**src/rtl/ssp_pkg.sv**
```systemverilog
// Shared constants and bit-order helpers for the serial port.
// Assumes a fixed byte-wide frame.
package ssp_pkg;
    localparam int BITS = 8;
    typedef logic [BITS-1:0] byte_t;

    // Bit that leaves the shifter first for the chosen order.
    function automatic logic lead_bit(byte_t d, logic lsb);
        return lsb ? d[0] : d[BITS-1];
    endfunction

    // Shift register after one bit has been sent.
    function automatic byte_t advance(byte_t d, logic lsb);
        return lsb ? {1'b0, d[BITS-1:1]} : {d[BITS-2:0], 1'b0};
    endfunction

    // Receive register after one bit has been taken in.
    function automatic byte_t take_in(byte_t r, logic b, logic lsb);
        return lsb ? {b, r[BITS-1:1]} : {r[BITS-2:0], b};
    endfunction
endpackage

```
**src/rtl/ssp_master_clk.sv**
```systemverilog
// Internal clock source: on start, produces 16 clock level changes spaced
// HALF_CYC cycles apart, flagging each as leading or trailing.
// Assumes start is only honoured while idle.
module ssp_master_clk #(
    parameter int HALF_CYC = 4
) (
    input  logic clk,
    input  logic rst_n,
    input  logic start,
    input  logic idle_lvl,
    output logic busy,
    output logic sclk,
    output logic lead_stb,
    output logic trail_stb
);
    localparam int DIV_W  = (HALF_CYC > 1) ? $clog2(HALF_CYC) : 1;
    localparam int EDGES  = 2 * ssp_pkg::BITS;
    localparam int EDGE_W = $clog2(EDGES);

    logic [DIV_W-1:0]  div;
    logic [EDGE_W-1:0] edge_idx;
    logic              tick;

    // Edge strobes: even-numbered changes leave idle, odd ones return.
    always_comb begin
        tick      = busy && (div == '0);
        lead_stb  = tick && !edge_idx[0];
        trail_stb = tick && edge_idx[0];
    end

    // Divider, edge counter and clock level.
    always_ff @(posedge clk) begin
        if (!rst_n) begin
            busy     <= 1'b0;
            div      <= '0;
            edge_idx <= '0;
            sclk     <= idle_lvl;
        end else if (!busy) begin
            sclk <= idle_lvl;
            if (start) begin
                busy     <= 1'b1;
                div      <= DIV_W'(HALF_CYC - 1);
                edge_idx <= '0;
            end
        end else if (div == '0) begin
            sclk     <= ~sclk;
            edge_idx <= edge_idx + 1'b1;
            div      <= DIV_W'(HALF_CYC - 1);
            if (edge_idx == EDGE_W'(EDGES - 1)) busy <= 1'b0;
        end else begin
            div <= div - 1'b1;
        end
    end

    // the clock level only moves on a divider expiry.
    a_r2_hold_between_ticks: assert property (@(posedge clk) disable iff (!rst_n)
        (busy && div != '0) |=> $stable(sclk));
    // once idle, the clock rests at the idle level.
    a_r2_idle_level: assert property (@(posedge clk) disable iff (!rst_n)
        (!busy && $past(!busy) && $stable(idle_lvl)) |-> (sclk == idle_lvl));
endmodule

```
**src/rtl/ssp_ext_edge.sv**
```systemverilog
// External clock front end: two-flop synchroniser plus a history flop;
// classifies each pin change as leading (leaves idle) or trailing.
// Assumes the pin is slower than a few system cycles per level.
module ssp_ext_edge (
    input  logic clk,
    input  logic rst_n,
    input  logic pin,
    input  logic idle_lvl,
    output logic lead_stb,
    output logic trail_stb
);
    logic s1, s2, s3;

    // Synchronise the pin and keep one cycle of history.
    always_ff @(posedge clk) begin
        if (!rst_n) begin
            s1 <= idle_lvl;
            s2 <= idle_lvl;
            s3 <= idle_lvl;
        end else begin
            s1 <= pin;
            s2 <= s1;
            s3 <= s2;
        end
    end

    // Edge classification against the idle level.
    always_comb begin
        lead_stb  = (s2 != s3) && (s2 != idle_lvl);
        trail_stb = (s2 != s3) && (s2 == idle_lvl);
    end
endmodule

```
**src/rtl/ssp_shift.sv**
```systemverilog
// Shift engine: maps leading/trailing strobes to sample and drive events
// by phase, shifts in the chosen order and reports completion.
// Assumes sample and drive strobes are never both active.
module ssp_shift
    import ssp_pkg::*;
(
    input  logic  clk,
    input  logic  rst_n,
    input  logic  load,
    input  byte_t load_data,
    input  logic  lsb_first,
    input  logic  cpha,
    input  logic  lead_stb,
    input  logic  trail_stb,
    input  logic  sdi,
    output logic  sdo_bit,
    output byte_t rx_data,
    output logic  done,
    output logic  irq
);
    localparam int CNT_W = $clog2(BITS + 1);

    byte_t             tx_sr;
    logic [CNT_W-1:0]  bitcnt;
    logic              sample_stb;
    logic              drive_stb;
    logic              active;

    // Phase selects which edge samples and which edge drives.
    always_comb begin
        sample_stb = cpha ? trail_stb : lead_stb;
        drive_stb  = cpha ? lead_stb  : trail_stb;
        active     = bitcnt < CNT_W'(BITS);
    end

    // Shift, count and completion; a load takes priority over count and flag.
    always_ff @(posedge clk) begin
        if (!rst_n) begin
            tx_sr   <= '0;
            sdo_bit <= 1'b0;
            rx_data <= '0;
            bitcnt  <= CNT_W'(BITS);
            done    <= 1'b0;
            irq     <= 1'b0;
        end else begin
            irq <= 1'b0;
            if (sample_stb && active) begin
                rx_data <= take_in(rx_data, sdi, lsb_first);
                bitcnt  <= bitcnt + 1'b1;
                if (bitcnt == CNT_W'(BITS - 1)) begin
                    done <= 1'b1;
                    irq  <= 1'b1;
                end
            end
            if (drive_stb && active) begin
                sdo_bit <= lead_bit(tx_sr, lsb_first);
                tx_sr   <= advance(tx_sr, lsb_first);
            end
            if (load) begin
                bitcnt <= '0;
                done   <= 1'b0;
                if (!cpha) begin
                    sdo_bit <= lead_bit(load_data, lsb_first);
                    tx_sr   <= advance(load_data, lsb_first);
                end else begin
                    tx_sr <= load_data;
                end
            end
        end
    end

    // the interrupt is a single-cycle pulse.
    a_r1_irq_one_cycle: assert property (@(posedge clk) disable iff (!rst_n)
        irq |=> !irq);
    // the flag never rises without the pulse.
    a_r1_done_with_irq: assert property (@(posedge clk) disable iff (!rst_n)
        $rose(done) |-> irq);
    // a load clears the flag.
    a_r8_load_clears_done: assert property (@(posedge clk) disable iff (!rst_n)
        load |=> !done);
endmodule

```
**src/rtl/sync_serial_port.sv**
```systemverilog
// Top: byte-wide clock-synchronous serial port with plain and SPI modes.
// Picks the clock source, gates slave edges with the select, and drives
// the pin enables. Assumes configuration is held stable during a byte.
module sync_serial_port
    import ssp_pkg::*;
#(
    parameter int HALF_CYC = 4
) (
    input  logic        clk,
    input  logic        rst_n,
    input  logic        cfg_spi,
    input  logic        cfg_ext_clk,
    input  logic        cfg_clk_out,
    input  logic        cfg_lsb_first,
    input  logic        cfg_cpol,
    input  logic        cfg_cpha,
    input  logic        tx_write,
    input  logic [7:0]  tx_data,
    output logic [7:0]  rx_data,
    output logic        done,
    output logic        irq,
    input  logic        sclk_i,
    output logic        sclk_o,
    output logic        sclk_oe,
    output logic        sdo,
    output logic        sdo_oe,
    input  logic        sdi,
    input  logic        ssel_n
);
    logic eff_cpol, eff_cpha;
    logic m_busy, m_sclk, m_lead, m_trail, m_start;
    logic e_lead, e_trail, ext_gate;
    logic lead, trail, load;

    // Plain mode behaves as idle-high, sample-on-return.
    always_comb begin
        eff_cpol = cfg_spi ? cfg_cpol : 1'b1;
        eff_cpha = cfg_spi ? cfg_cpha : 1'b1;
        m_start  = tx_write && !cfg_ext_clk && !m_busy;
        load     = tx_write && (cfg_ext_clk || !m_busy);
        ext_gate = !(cfg_spi && ssel_n);
        lead     = cfg_ext_clk ? (e_lead && ext_gate)  : m_lead;
        trail    = cfg_ext_clk ? (e_trail && ext_gate) : m_trail;
    end

    ssp_master_clk #(.HALF_CYC(HALF_CYC)) i_mclk (
        .clk(clk), .rst_n(rst_n), .start(m_start), .idle_lvl(eff_cpol),
        .busy(m_busy), .sclk(m_sclk), .lead_stb(m_lead), .trail_stb(m_trail)
    );

    ssp_ext_edge i_eedge (
        .clk(clk), .rst_n(rst_n), .pin(sclk_i), .idle_lvl(eff_cpol),
        .lead_stb(e_lead), .trail_stb(e_trail)
    );

    ssp_shift i_shift (
        .clk(clk), .rst_n(rst_n), .load(load), .load_data(tx_data),
        .lsb_first(cfg_lsb_first), .cpha(eff_cpha), .lead_stb(lead),
        .trail_stb(trail), .sdi(sdi), .sdo_bit(sdo), .rx_data(rx_data),
        .done(done), .irq(irq)
    );

    // Pin drivers: clock direction and data output enable per mode.
    always_comb begin
        sclk_o  = m_sclk;
        sclk_oe = !cfg_ext_clk && cfg_clk_out;
        if (cfg_spi) sdo_oe = cfg_ext_clk ? !ssel_n : 1'b1;
        else         sdo_oe = cfg_ext_clk ? 1'b1 : m_busy;
    end

    // plain internal-clock output floats when the byte completes.
    a_r4_float_on_done: assert property (@(posedge clk) disable iff (!rst_n)
        (!cfg_spi && !cfg_ext_clk && $rose(done)) |-> !sdo_oe);
    // an unselected slave takes in nothing.
    a_r6_unselected_hold: assert property (@(posedge clk) disable iff (!rst_n)
        (cfg_spi && cfg_ext_clk && ssel_n) |=> $stable(rx_data));
endmodule

```
**config.mk**
```make
export PLATFORM = sky130hd
export DESIGN_NAME = sync_serial_port
export DESIGN_NICKNAME = d
export VERILOG_FILES = /design/src/rtl/ssp_pkg.sv /design/src/rtl/ssp_master_clk.sv /design/src/rtl/ssp_ext_edge.sv /design/src/rtl/ssp_shift.sv /design/src/rtl/sync_serial_port.sv
export SDC_FILE = /design/constraint.sdc
export NUM_CORES = 1
export LEC_CHECK = 0
export BUFFER_PORTS_ARGS = -buffer_cell sky130_fd_sc_hd__buf_2
export CAP_MARGIN = 25
export CORE_MARGIN = 10
export CORE_UTILIZATION = 55
export DETAILED_ROUTE_END_ITERATION = 6
export GPL_TIMING_DRIVEN = 0
export PLACE_DENSITY = 0.75
export SYNTH_ARGS = -nofsm -noshare
export SYNTH_HDL_FRONTEND = slang
export SYNTH_SLANG_ARGS = --single-unit
```
**constraint.sdc**
```tcl
create_clock -name clk -period 2.33 [get_ports clk]
set_clock_uncertainty 0.05 [all_clocks]
set_input_delay 0.466 -clock clk [delete_from_list [all_inputs] [get_ports clk]]
set_output_delay 0.466 -clock clk [all_outputs]
set_load 0.02 [all_outputs]
```
======== Yosys cells after proc, flatten, opt, wreduce, memory -nomap -nowiden ========
Cells that the tools add are included.
storage, ports and cells
  bits in registers ....................... 34
  output and inout port bits .............. 14
cells by class
  add/sub/neg operators ................... 3
  $lt $le $gt $ge ......................... 1
  equality and inequality tests ........... 7
  muxes and demuxes ....................... 39
  bitwise gates (word level) .............. 2
  reductions and logical operators ........ 28
operator list
  kind                                                                   count
  8-bit 2-to-1 mux                                                       6
  1-bit 2-to-1 mux                                                       25
  4-bit 2-to-1 mux                                                       5
  1-bit logical AND                                                      14
  4-bit by 1-bit adder with 4-bit output, second input constant          2
  2-bit 2-to-1 mux                                                       3
  2-bit AND reduction                                                    3
  2-bit nonzero test                                                     3
  1-bit logical NOT                                                      5
  4-bit by 3-bit equality test with 1-bit output, second input constant  1
  4-bit equality test, second input constant                             1
  4-bit < comparator, second input constant                              1
  3-bit inequality test, second input constant                           1
  2-bit logical NOT                                                      1
  1-bit inequality test                                                  2
  2-bit inequality test, second input constant                           1
  1-bit inverter                                                         2
  2-bit OR reduction                                                     1
  2-bit by 1-bit subtractor with 2-bit output, second input constant     1
  1-bit equality test                                                    1
  1-bit logical OR                                                       1

======== Depth between registers and ports, before layout ========
  depth in word-level cells ............... 10
  mapped depth ............................ 8

======== Cells and area by module ========
A second synthesis with hierarchy kept.
second synthesis, totals
  cell total of the unflattened synthesis .. 219
  area, all modules ....................... 1,943.1 µm²
modules (own cells, without submodules)
  module            times used  cells each  area an instance (µm²)
  ssp_shift         1           145         1,260.0
  ssp_master_clk    1           47          475.5
  ssp_ext_edge      1           14          121.4
  sync_serial_port  1           13          86.3

======== Worst setup path after synthesis ========
OpenSTA, ideal clock, no wires.
  path type ............................... input port to flip-flop
  from .................................... in cfg_ext_clk
  to ...................................... reg i_shift.rx_data[2]
  arrival time ............................ 1.666 ns
  path slack .............................. 0.533 ns
  stages on the path ...................... 7
  cells stage by stage .................... buf_6 and4bb_2 nor2_2 a221oi_4 buf_6 nor2_1 a211oi_2
on the way
  cells in the longest elaborated chain, start to end .. 3
  elaborated cells on any way between the ends .. 4
  those cells by class .................... mux: 3; reduce/logical: 1
ends and longest elaborated chain
  what                                        line                                            RTL
  start, declared                             sync_serial_port.sv:12                          input logic cfg_ext_clk,
  1-bit 2-to-1 mux, on equally long branches  sync_serial_port.sv:42, sync_serial_port.sv:43
  1-bit 2-to-1 mux *                          ssp_shift.sv:31                                 sample_stb = cpha ? trail_stb : lead_stb;
  1-bit logical AND *                         ssp_shift.sv:47                                 if (sample_stb && active) begin
  end signal, assigned                        ssp_shift.sv:48                                 rx_data <= take_in(rx_data, sdi, lsb_first);
  end, declared                               ssp_shift.sv:17                                 output byte_t rx_data,
Mark *: on every way between the ends. The rest lies on a longest branch, timed or not.
A chain may end at the register's enable or synchronous reset.

======== Worst setup path in the final report ========
  from .................................... reg i_mclk.div[0]
  to ...................................... reg i_shift.tx_sr[2]
on the way
  cells in the longest elaborated chain, start to end .. 7
  elaborated cells on any way between the ends .. 9
  those cells by class .................... mux: 3; reduce/logical: 6
ends and longest elaborated chain
  what                                         line                                            RTL
  start, declared                              ssp_master_clk.sv:20                            logic [DIV_W-1:0] div;
  start signal, assigned                       ssp_master_clk.sv:42                            div <= DIV_W'(HALF_CYC - 1);
  start signal, assigned                       ssp_master_clk.sv:48                            div <= DIV_W'(HALF_CYC - 1);
  start signal, assigned                       ssp_master_clk.sv:51                            div <= div - 1'b1;
  2-bit logical NOT *                          ssp_master_clk.sv:26                            tick = busy && (div == '0);
  1-bit logical AND *                          ssp_master_clk.sv:26
  1-bit logical AND, on equally long branches  ssp_master_clk.sv:28, ssp_master_clk.sv:27
  1-bit 2-to-1 mux, on equally long branches   sync_serial_port.sv:43, sync_serial_port.sv:42
  1-bit 2-to-1 mux *                           ssp_shift.sv:32                                 drive_stb = cpha ? lead_stb : trail_stb;
  1-bit logical AND *                          ssp_shift.sv:55                                 if (drive_stb && active) begin
  2-bit nonzero test (no source line) *        -
  end signal, assigned                         ssp_shift.sv:57                                 tx_sr <= advance(tx_sr, lsb_first);
  end signal, assigned                         ssp_shift.sv:64                                 tx_sr <= advance(load_data, lsb_first);
  end signal, assigned                         ssp_shift.sv:66                                 tx_sr <= load_data;
  end, declared                                ssp_shift.sv:23                                 byte_t tx_sr;
Marks and branches as above.

==> run_results.csv <==
group,metric,value,unit
grt,grt_pass1_vias,1731,
setup_path,rrSetupSlack,0.34,ns
setup_path,worst-setup-path-type,"register to register",
layout,layout.area.seq,690.7,µm²
setup_path,crit_path_start_kind,"register",
placement,pre_cts_slack,0.2916,ns
yosys,synth-edff-count,1,
setup_path,regToRegStartpoint,"i_mclk.div[0]",
setup_path,cp_cell_sequence,"inv_1 > ha_1 > and4bb_2 > nor3_2 > nand2_1 > a31oi_4 > mux2i_1",
setup_path,setup.worst_path.end_class,"register",
placement,place_congestion,0.7948,
clocking,cts_tree,"done",
timing,fmax,0.5024,GHz
grt,grtUsageTotal,14.48,%
setup_path,cp_max_fo,8,
yosys,async_reset_ff_share,0,%
timing,finalCritPeriodShare,85.43,%
setup_path,rr_endpoint,"i_shift.tx_sr[2]",
placement,io_buffers,31,
placement,hpwl,3381,µm
power_and_ir_drop,leakage,1.010,nW
clocking,clock-root-buffer,"clkbuf_8",
clocking,cts_buffer_depth,2,
timing,finalHoldViolCount,0,
die,rows,22,
clocking,worstSkewPairLatency,0.28,ns
die,dieArea,6565,µm²
setup_path,cp.required,2.49,ns
job,max_cap_viol_count,0,
clocking,h-tree-depth,2,
timing,worstMarginPinSlew,0.6710,ns
timing,rsz0062_at_grt,"no",
power_and_ir_drop,ir_drop,0.3915,mV
setup_path,cp_data_arrival_time,2.15,ns
die,start_util,56.37,%
drt,vias,1734,
grt,grt-ovfl-total,0,
drt,avgViaCountPerCell,5.522,
timing,hold-worst-slack,0.3678,ns
grt,antenna_found_initial,0,
layout,diodes,0,
min_path,min_from,"sclk_i",
layout,area_growth,15.76,%
yosys,synth_seq_cells,34,
die,io_pins,34,
yosys,synth_cell_types,49,
yosys,synth_ff_type,"dfxtp_1",
drt,initialDrtViolationCount,96,
yosys,ys_seq_area_share,33.72,%
setup_path,cp_slowest_stage_delay,0.44,ns
drt,drc,0,
layout,n_fill_cell,345,
power_and_ir_drop,powerDensity,597.2,nW/µm²
outcome,status,"finished clean",
min_path,worst_hold_path.endpoint,"i_eedge.s1",
timing,setup_violations,0,
yosys,ys_warn_count,0,
clocking,cts_resized,0,
grt,grt_pass1_wl,7803,µm
timing,slew_headroom,55.27,%
drt,firstDrtPassIters,4,
timing,tns,0,ns
yosys,syn_area,2048,µm²
yosys,avgSynthCellArea,8.983,µm²
clocking,postCtsHoldBufs,0,
yosys,synth.net_count,251,
timing,setup_ws,0.3394,ns
clocking,post-cts-setup-buffers,0,
timing,min_period,1.991,ns
timing,drv_slew,0,
setup_path,r2r_cells,7,
grt,grt_max_degree,11,
die,fp.dieW,81.03,µm
drt,drtAntennaViolNets,0,
min_path,min_path_type,"input pin to register",
clocking,path_clk_slew,0.07,ns
layout,fin_nets,289,
die,die_h,81.03,µm
setup_path,cp_slowest_cell,"a31oi_4",
drt,routedWlPerCell,14.22,µm
die,core_area,3633,µm²
clocking,cts-buffers-inserted,5,
layout,multi_input_area,1245,µm²
clocking,cts_sinks,34,
yosys,netlist_instances,228,
drt,wl,4465,µm
layout,final_util,65.25,%
min_path,holdPathStages,3,
layout,layout-drive-gt1-share,25.94,%
[sequential cells by signal, summed over array words and instances, names as in the netlist, 2 cells and up]
name	count
i_shift.rx_data	8
i_shift.bitcnt	4
i_shift.tx_sr	8
i_mclk.div	2
i_mclk.edge_idx	4
[worst max-delay path, delay by kind of cell, from the launching register on]
kind                     cells  cell delay (ns)
adder cells (fa/ha/maj)      1             0.25
buffers and inverters        1             0.05
AND/OR/NAND/NOR              3             0.54
multiplexers                 1             0.24
flip-flops                   1             0.34
AO/OA/AOI/OAI                1             0.44
[cell type report]
cell class,count,share of cell area [%]
clock buffers,7,4.538
plain buffers,13,3.166
well taps,48,2.533
repair buffers,31,6.544
multi-input cells,171,52.51
flip-flops and latches,34,29.13
inverters,10,1.583
[worst max path at each step]
stage                        startpoint                  to  slack (ns)  cells past startpoint
after CTS                 i_mclk.div[0]    i_shift.tx_sr[6]        0.33                      7
after detailed placement    cfg_ext_clk  i_shift.rx_data[0]        0.29                      8
after floorplan             cfg_ext_clk  i_shift.rx_data[2]        0.53                      7
final                     i_mclk.div[0]    i_shift.tx_sr[2]        0.34                      7
after global routing      i_mclk.div[0]    i_shift.tx_sr[2]        0.22                      7
after global placement      cfg_ext_clk  i_shift.rx_data[4]        0.29                      8
[synthesized netlist by cell type, types with 3 or more instances]
library cell	instances	area, µm²
dfxtp_1	33	660.6
mux2i_1	31	310.3
nor2_1	29	108.9
nand2_1	19	71.32
o21ai_0	10	50.05
a211oi_1	9	67.56
inv_1	9	33.78
a211oi_2	8	100.1
a21oi_1	8	40.04
a31oi_1	4	25.02
clkbuf_1	4	15.01
and2_1	3	18.77
and4bb_2	3	37.54
buf_1	3	11.26
buf_2	3	15.01
buf_6	3	33.78
ha_1	3	37.54
nand2b_1	3	18.77
nand3_1	3	15.01
nor3_2	3	30.03
[report_power, final]
| part | leakage (nW) | internal (mW) | switching [mW] |
|---|---|---|---|
| logic | 0.675 | 0.112 | 0.153 |
| registers | 0.279 | 0.617 | 0.0287 |
| clock network | 0.0555 | 0.299 | 0.207 |
| total | 1.01 | 1.03 | 0.389 |
[metrics by stage]
stage | area, µm² | cells | power [mW]
floorplan | 2048 | 228 | 0.8478
global placement | 2263 | 307 | 0.9183
detailed placement | 2263 | 307 | 0.9227
CTS | 2371 | 314 | 1.432
global route | 2371 | 314 | 1.493
finish | 2371 | 314 | 1.416
[layout by cell type, fill, tap and decap left out, drive strengths merged, types with 2 or more instances in the layout]
cell and count:
nand3 3, inv 9, a21o 2, o21ai 12, buf 40, and3b 2, a211oi 17, and2b 3
nor3 5, dfxtp 33, clkbuf 11, and3 2, a41oi 2, a21oi 8, nand2b 3, nand4 2
a221oi 2, and4bb 4, nor2 31, a31oi 5, nand2 19, mux2i 31, and2 3, ha 3
[routing by layer]
metal  vias to the layer above  global-route usage [%]  part of all wire, %
met4                         0                   3.633                 0.27
met2                        20                   25.08                   49
met1                       811                   17.35                   48
met3                         2                   3.863                  2.9
met5                         -                       0                    0
li1                        901                       -                    -
[cell families after synthesis]
kind of cell | count (synthesis) | share of synthesized area [%]
compound gates | 53 | 21.02
xor+xnor | 2 | 0.8554
fa+ha+maj | 3 | 1.833
buf+inv | 23 | 5.497
flops | 34 | 33.72
mux | 31 | 15.15
simple gates | 82 | 21.93
(Power assumes the default switching activity.)
